--- src/rtl/cmdl_pkg.sv ---
package cmdl_pkg;
  localparam int CODE_W    = 3;
  localparam int NUM_LINES = 4;

  // Line index i is driven by the command value LINE_CODE[i].
  localparam logic [CODE_W-1:0] LINE_CODE [NUM_LINES] =
    '{3'b001, 3'b100, 3'b111, 3'b101};

  typedef logic [CODE_W-1:0]    code_t;
  typedef logic [NUM_LINES-1:0] lines_t;
endpackage

--- src/rtl/cmdl_decode.sv ---
module cmdl_decode
  import cmdl_pkg::*;
(
  input  code_t  code,
  output lines_t onehot,
  output logic   known
);
  for (genvar i = 0; i < NUM_LINES; i++) begin : g_line
    assign onehot[i] = (code == LINE_CODE[i]);
  end
  assign known = |onehot;
endmodule

--- src/rtl/cmdl_timer.sv ---
module cmdl_timer #(
  parameter int TICK_W          = 8,
  parameter int TIMEOUT_PERIODS = 5
) (
  input  logic clk,
  input  logic rst,
  input  logic tick,
  input  logic restart,
  output logic fire,
  output logic clr_pulse
);
  localparam int HI_W = (TIMEOUT_PERIODS < 2) ? 1 : $clog2(TIMEOUT_PERIODS);
  localparam logic [HI_W-1:0] HI_LAST = HI_W'(TIMEOUT_PERIODS - 1);

  logic [TICK_W-1:0] lo_cnt;
  logic [HI_W-1:0]   hi_cnt;
  logic              armed;
  logic              lo_wrap;

  assign lo_wrap = &lo_cnt;
  assign fire    = armed & tick & ~restart & lo_wrap & (hi_cnt == HI_LAST);

  always_ff @(posedge clk) begin
    if (rst) begin
      lo_cnt    <= '0;
      hi_cnt    <= '0;
      armed     <= 1'b0;
      clr_pulse <= 1'b0;
    end else begin
      clr_pulse <= fire;
      if (restart) begin
        lo_cnt <= '0;
        hi_cnt <= '0;
        armed  <= 1'b1;
      end else if (fire) begin
        lo_cnt <= '0;
        hi_cnt <= '0;
        armed  <= 1'b0;
      end else if (armed && tick) begin
        lo_cnt <= lo_cnt + 1'b1;
        if (lo_wrap) hi_cnt <= hi_cnt + 1'b1;
      end
    end
  end
endmodule

--- src/rtl/cmdl_outreg.sv ---
module cmdl_outreg
  import cmdl_pkg::*;
(
  input  logic   clk,
  input  logic   rst,
  input  logic   load,
  input  lines_t load_val,
  input  logic   wipe,
  output lines_t q
);
  always_ff @(posedge clk) begin
    if (rst)       q <= '0;
    else if (load) q <= load_val;
    else if (wipe) q <= '0;
  end
endmodule

--- src/rtl/cmd_latch_timeout.sv ---
module cmd_latch_timeout #(
  parameter int TICK_W          = 8,
  parameter int TIMEOUT_PERIODS = 5
) (
  input  logic       clk,
  input  logic       rst,
  input  logic       tick,
  input  logic       cmd_valid,
  input  logic [2:0] cmd_code,
  output logic [3:0] line_q,
  output logic       rx_clear
);
  import cmdl_pkg::*;

  lines_t dec_lines;
  logic   dec_known;
  logic   tmr_fire;

  cmdl_decode u_dec (
    .code   (cmd_code),
    .onehot (dec_lines),
    .known  (dec_known)
  );

  cmdl_timer #(
    .TICK_W          (TICK_W),
    .TIMEOUT_PERIODS (TIMEOUT_PERIODS)
  ) u_tmr (
    .clk       (clk),
    .rst       (rst),
    .tick      (tick),
    .restart   (cmd_valid),
    .fire      (tmr_fire),
    .clr_pulse (rx_clear)
  );

  cmdl_outreg u_out (
    .clk      (clk),
    .rst      (rst),
    .load     (cmd_valid & dec_known),
    .load_val (dec_lines),
    .wipe     (tmr_fire),
    .q        (line_q)
  );
endmodule

--- config.mk ---
export PLATFORM = sky130hd
export DESIGN_NAME = cmd_latch_timeout
export DESIGN_NICKNAME = d
export VERILOG_FILES = /design/src/rtl/cmdl_pkg.sv /design/src/rtl/cmdl_decode.sv /design/src/rtl/cmdl_timer.sv /design/src/rtl/cmdl_outreg.sv /design/src/rtl/cmd_latch_timeout.sv
export SDC_FILE = /design/constraint.sdc
export NUM_CORES = 1
export LEC_CHECK = 0
export ABC_AREA = 1
export BUFFER_PORTS_ARGS = -buffer_cell sky130_fd_sc_hd__buf_2
export CAP_MARGIN = 15
export CORE_UTILIZATION = 55
export DETAILED_ROUTE_END_ITERATION = 10
export GPL_TIMING_DRIVEN = 0
export HOLD_SLACK_MARGIN = 0.03
export PLACE_DENSITY_LB_ADDON = 0.1
export SLEW_MARGIN = 15
export SYNTH_ARGS = -nofsm -noshare
export SYNTH_HDL_FRONTEND = slang
export SYNTH_SLANG_ARGS = --single-unit
--- constraint.sdc ---
create_clock -name clk -period 3.36 [get_ports clk]
set_input_delay 0.504 -clock clk [delete_from_list [all_inputs] [get_ports clk]]
set_output_delay 0.504 -clock clk [all_outputs]
set_load 0.01 [all_outputs]
==> summary.md, run 1 <==
| Metric | Value |
|---|---|
| RSZ-0062 raised after global routing | `no` |
| Port bufs | `11` |
| Clock-pin slew on the worst setup and hold paths | `0.11 ns` |
| Setup TNS | `0 ns` |
| Initial core utilization | `61.6%` |
| Nets@finish | `139` |
| Post-route ant nets | `0` |
| P&R area growth vs syn | `12.3%` |
| CP cell instances | `ha_1 > nand3_1 > nor2_4 > nand3_2 > nand2_4 > nor2_1` |
| CTS Buf Count | `3` |
| Core ar. | `1370 µm²` |
| Root buf cell | `clkbuf_4` |
| FFs w/ async S/R, synth | `0%` |
| Diode count | `0` |
| Clk buf depth | `2` |
| Setup skew after layout | `0.0143 ns` |
| Leak Pwr | `0.372 nW` |
| WP data arrival | `1.54 ns` |
| Routed len/inst | `11.1 µm` |
| Share of layout cells above drive strength 1 | `19.5%` |
| Gr ovfl total | `0` |
| Synth Cell Area | `842 µm²` |
| Most frequent cells after synthesis | `nand2_1, dfxtp_1, inv_1, nand3_1, a21oi_1` |
| Slew margin rel. | `82.3%` |
| First-pass DRT Iterations | `4` |
| Worst setup path class | `reg2reg` |
| Total clock sinks | `17` |
| Vias | `772` |
| PnR Total Power | `0.346 mW` |
| Die X | `41.1 µm` |
| CP required | `3.56 ns` |
| First-pass GRT wire length | `2310 µm` |
| Number of warnings issued by yosys | `0` |
| DRC | `0` |
| Final-report hold violation count | `0` |
| Post CTS Setup Buffer Count | `0` |
| Fillers | `119` |
| Number of global-route vias before repair | `562` |
| I/O pin count | `12` |
| Die ar. | `1690 µm²` |
| Worst setup EP type | `register` |
| Cells after Synth | `113` |
| Site Rows | `13` |
| Largest net degree at the start of global routing | `12` |
| Hold Path Class | `in2reg` |
| CTS resizes | `0` |
| EDFF count, synth | `0` |
| Outcome | `complete, no violations` |
| Yosys top cell area share | `40.4%` |
| CTS H-tree lvls | `1` |
| Later-pin clock latency in the skew report | `0.31 ns` |
| Most frequent cell after synthesis | `nand2_1` |
| DR vias/cell | `5.40` |
| #FFs+latches synth | `17` |
| Max-cap violations | `0` |
| Total Routing Usage GR | `21.6%` |
| Top cells by area, synth | `dfxtp_1, nand2_1, nand3_1` |
| Maximum vdd drop | `338 µV` |
| Largest area contributor in the netlist | `dfxtp_1` |
| Die Height | `41.1 µm` |
| Seq/Total Area, Yosys | `40.4%` |
| Final setup viols | `0` |
| Worst Max-Slew Pin Slew | `0.265 ns` |
| Max Slew Vio Count | `0` |
| CP Launch Type | `register` |
| Core Util, Final | `69.2%` |
| GP Congestion | `0.714` |
| CTS hold repair buffers | `0` |
| Synth Flop Type | `dfxtp_1` |
| Final period util | `40.0%` |
| Maximum fanout along the worst path | `10` |
| Clock tree from TritonCTS | `yes` |
| Number of distinct library cells after synthesis | `18` |
| Final WL | `1590 µm` |
| Avg Cell Area, Syn | `7.45 µm²` |
| Crit path time final | `1.34 ns` |
| Max Clk Rate | `744 MHz` |
| Net Count, Synth | `123` |
| Hold_ws | `0.432 ns` |
| Initial antenna violation count | `0` |
| Slowest stage delay, CP | `0.40 ns` |
| Slowest CP cell | `dfxtp_1` |
| Power per standard cell area | `366 nW/µm²` |
| DR iter-0 viols | `16` |
| Dpl hpwl | `1230 µm` |
worst paths after layout:
check                           cells after the start       startpoint  slack (ns)               to
worst max register to register                      6  u_tmr.lo_cnt[0]        2.02  u_tmr.lo_cnt[4]
worst min-delay path                                2              rst        0.43      u_tmr.armed
worst min register to register                      2  u_tmr.hi_cnt[0]        0.49  u_tmr.hi_cnt[0]
worst max-delay path                                6  u_tmr.lo_cnt[0]        2.02  u_tmr.lo_cnt[4]
logic make-up after synthesis:
kind of cell | after synthesis | synth area share [%]
buffers and inverters | 14 | 6.24
adders and majority gates | 3 | 4.46
DFF | 17 | 40.4
AOI/OAI and AO/OA | 15 | 9.36
and+or+nand+nor | 61 | 36.4
xor gates and xnor gates | 3 | 3.12
layout by cell type, fill, tap and decap left out, drive strengths merged:
cell,count
nand3b,1
buf,11
nand3,17
nand2,27
ha,3
o21ai,1
dfxtp,17
a21oi,13
xor2,1
a21o,1
nand4,3
clkbuf,3
xnor2,2
nor2,13
clkinvlp,1
inv,14
stage by stage:
step	std cells	instance area (µm²)	worst slack (ns)
global placement	139	916	2.01
finish	143	946	2.02
detailed placement	139	916	1.99
CTS	143	946	2.00
global route	143	946	1.89
floorplan	113	842	2.19
final cells by class:
| cell class | count | area, µm² | area share [%] |
|---|---|---|---|
| Clock buffer | 3 | 22.5 | 2.38 |
| Clock inverter | 1 | 7.51 | 0.794 |
| Inverter | 14 | 52.6 | 5.56 |
| Multi-Input combinational cell | 82 | 449 | 47.5 |
| Sequential cell | 17 | 340 | 36.0 |
| Tap cell | 15 | 18.8 | 1.98 |
| Timing Repair Buffer | 11 | 55.1 | 5.82 |
metal layers:
layer / global-route usage [%] / part of all wire [%]
met1: 27.1 / 47
met2: 32.4 / 46
met3: 9.78 / 6.4
met4: 7.26 / 0.69
met5: 0 / 0
power by group:
group	switching, mW	internal [mW]	leakage (nW)	total (mW)
logic	0.0149	0.00829	0.220	0.0232
registers	0.00271	0.204	0.138	0.207
clock network	0.0707	0.0455	0.0139	0.116
registers in the layout (all words and copies together) (netlist names):
| name | flops |
|---|---|
| u_out.q | 4 |
| u_tmr.armed | 1 |
| u_tmr.clr_pulse | 1 |
| u_tmr.hi_cnt | 3 |
| u_tmr.lo_cnt | 8 |
critical path, delay by kind of cell, from the launching register on:
family / cells / cell delay (ns)
fa+ha+maj: 1 / 0.19
simple gates: 5 / 0.63
flops: 1 / 0.40
(Power assumes the default switching activity.)
==> run 2, diff against run 1 <==
- ABC_AREA: 1 -> 0
- CORE_UTILIZATION: 55 -> 47
- clock period: 3.36 -> 1.1 ns (I/O delays scaled with it)
==> summary.md, run 2 <==
| Metric | Value |
|---|---|
| RSZ-0062 raised after global routing | `yes` |
| Number of global-route vias before repair | `593` |
| DRC | `1` |
| Max Slew Vio Count | `0` |
| Biggest regs | `u_tmr.lo_cnt (8), u_out.q (4), u_tmr.hi_cnt (3)` |
| Internal power | `0.797 mW` |
| Slowest CP cell | `dfxtp_4` |
| Worst setup EP type | `register` |
| DR iter-0 viols | `8` |
| Gr ovfl total | `0` |
| First-pass GRT wire length | `2410 µm` |
| Clock-pin slew on the worst setup and hold paths | `0.10 ns` |
| Post-Synth Simple-Gate Area | `26.9%` |
| Number of warnings issued by yosys | `0` |
| Hold Path Class | `in2reg` |
| Most frequent cells in the layout | `buf_2, dfxtp_1, xor2_1, nor2_1, dfxtp_2` |
| #FFs+latches synth | `17` |
| Cells after Synth | `80` |
| Diode count | `0` |
| CP cell instances | `and4_1 > buf_6 > nand4_4 > o211a_4 > a32o_1` |
| Crit path time final | `1.28 ns` |
| Top cells by area, synth | `dfxtp_1, xor2_1, nor2_1` |
| Switching power | `0.235 mW` |
| Clock tree from TritonCTS | `yes` |
| EDFF count, synth | `0` |
| Worst slack at placement | `-0.253 ns` |
| Avg Cell Area, Syn | `9.54 µm²` |
| Final setup viols | `15` |
| Synth Cell Area | `763 µm²` |
| Core ar. | `1510 µm²` |
| Clk buf depth | `2` |
| Later-pin clock latency in the skew report | `0.28 ns` |
| Synth Flop Type | `dfxtp_1` |
| Share of layout cells above drive strength 1 | `46.1%` |
| Largest family of logic cells by synthesized area | `simple AND/OR/NAND/NOR gates` |
| Net Sw Frac | `22.8%` |
| Worst Max-Slew Pin Slew | `0.212 ns` |
| Initial core utilization | `50.7%` |
| Failing checks | `DRC, setup timing` |
| CP required | `1.28 ns` |
| Worst setup margin | `-0.180 ns` |
| Reg with most FFs | `u_tmr.lo_cnt` |
| Most frequent cell after synthesis | `dfxtp_1` |
| P&R area growth vs syn | `33.6%` |
| Nets@finish | `113` |
| Sequential power share | `61.1%` |
| Power per standard cell area | `1010 nW/µm²` |
| CP Launch Type | `register` |
| PnR Total Power | `1.03 mW` |
| Maximum vdd drop | `566 µV` |
| Initial antenna violation count | `0` |
| CTS Buf Count | `3` |
| Outcome | `finished, violations left` |
| Site Rows | `14` |
| Mux cell area share after synthesis | `1.31%` |
| Largest area contributor in the netlist | `dfxtp_1` |
| Max-cap violations | `0` |
| Dpl hpwl | `956 µm` |
| Final WL | `1390 µm` |
| WP data arrival | `1.46 ns` |
| Maximum fanout along the worst path | `6` |
| Combinational power share | `7.7%` |
| Root buf cell | `clkbuf_4` |
| Synth Area in Compound Gates | `8.03%` |
| Die Height | `42.3 µm` |
| Port bufs | `11` |
| DR vias/cell | `5.13` |
| Slowest stage delay, CP | `0.38 ns` |
| Total clock sinks | `17` |
| Die X | `42.3 µm` |
| CTS hold repair buffers | `0` |
| Yosys top cell area share | `44.6%` |
| Core Util, Final | `67.7%` |
| Adder-cell share of the synthesized area | `4.92%` |
| Seq/Total Area, Yosys | `44.6%` |
| Slew margin rel. | `85.8%` |
| Die ar. | `1790 µm²` |
| Worst setup path class | `reg2reg` |
| Most frequent cells after synthesis | `dfxtp_1, nor2_1, xor2_1` |
| Routed len/inst | `11.8 µm` |
| Post-route ant nets | `0` |
| First-pass DRT Iterations | `7` |
| Final period util | `116%` |
| Total Routing Usage GR | `17.8%` |
| FFs w/ async S/R, synth | `0%` |
| Net Count, Synth | `90` |
| Number of distinct library cells after synthesis | `26` |
| GP Congestion | `0.687` |
| Max Clk Rate | `781 MHz` |
| Leak Pwr | `0.426 nW` |
| CTS H-tree lvls | `1` |
| Vias | `605` |
| Clock share of power | `31.2%` |
| Setup skew after layout | `0.00395 ns` |
| Final-report hold violation count | `0` |
| Max reg flops | `8` |
| Most common cell after layout, fill and taps aside | `buf_2` |
| Post-synthesis xor/xnor area fraction | `10.3%` |
| Largest net degree at the start of global routing | `10` |
| I/O pin count | `12` |
==> run 2: changes by cell type in the layout (fill, tap and decap cells not counted), moves of 3 or more <==
cell	previous run	this run
a21oi_1	13	1
inv_1	14	3
dfxtp_2	0	6
nand2_1	25	5
nand3_1	14	4
xor2_1	1	8
nand3_2	3	0
dfxtp_1	17	10
nor2_2	2	5
buf_4	0	5
nor2_1	9	6
==> run 2: layout make-up <==
cell class | instances | area [µm²]
plain buffers | 1 | 11.3
clock buffers | 4 | 26.3
flip-flops and latches | 17 | 352
repair buffers | 17 | 113
fillers | 129 | 487
multi-input cells | 58 | 479
inverters | 5 | 18.8
well taps | 16 | 20.0
==> run 2: final timing paths <==
kind	slack, ns	cells past startpoint	endpoint	from
max reg2reg	-0.18	5	u_out.q[3]	u_tmr.armed
max	-0.18	5	u_out.q[3]	u_tmr.armed
min	0.1	2	u_tmr.armed	rst
min reg2reg	0.46	1	u_out.q[1]	u_out.q[1]
==> run 2: critical path, delay by kind of cell, from the launching register on <==
| family | cells | cell delay (ns) |
|---|---|---|
| DFF | 1 | 0.38 |
| AOI/OAI and AO/OA | 2 | 0.37 |
| and+or+nand+nor | 2 | 0.30 |
| buffers and inverters | 1 | 0.12 |
==> run 2: layer usage <==
layer | global-route usage (%) | vias up | wire length (µm)
li1 | - | 321 | -
met1 | 23.1 | 278 | 701
met2 | 28.3 | 4 | 654
met3 | 3.88 | 2 | 22
met4 | 7.50 | 0 | 13
met5 | 0 | - | 0
==> run 2: metrics by stage <==
stage          area, µm²  instances  hold slack (ns)  setup TNS [ns]
2_1_floorplan        781         80            0.230           -1.03
3_3_place_gp         856        107            0.391           -2.98
3_5_place_dp         856        107            0.399           -3.07
4_1_cts              965        116            0.102           -2.13
5_1_grt             1020        118           0.0855           -2.81
6_report            1020        118           0.0972           -1.98
==> run 2: kinds of logic after synthesis <==
kind of cell,after synthesis
AO/OA/AOI/OAI,8
XOR/XNOR,9
adder cells (fa/ha/maj),3
buffers and inverters,6
flip-flops,17
multiplexers,1
AND/OR/NAND/NOR,36
==> run 2: power groups by stage <==
stage | clock, mW | combinational [mW] | sequential (mW)
floorplan | 0 | 0.0356 | 0.646
global placement | 0 | 0.0672 | 0.644
detailed placement | 0 | 0.0682 | 0.645
CTS | 0.319 | 0.0784 | 0.630
global route | 0.358 | 0.0884 | 0.632
finish | 0.322 | 0.0796 | 0.630
==> run 2: what timing repair did <==
item                       in CTS  in global routing
buffers inserted                4                  2
setup endpoints to repair      16                 17
gates cloned                    1                  0
resized for setup              12                 10
pin swaps                       9                  2
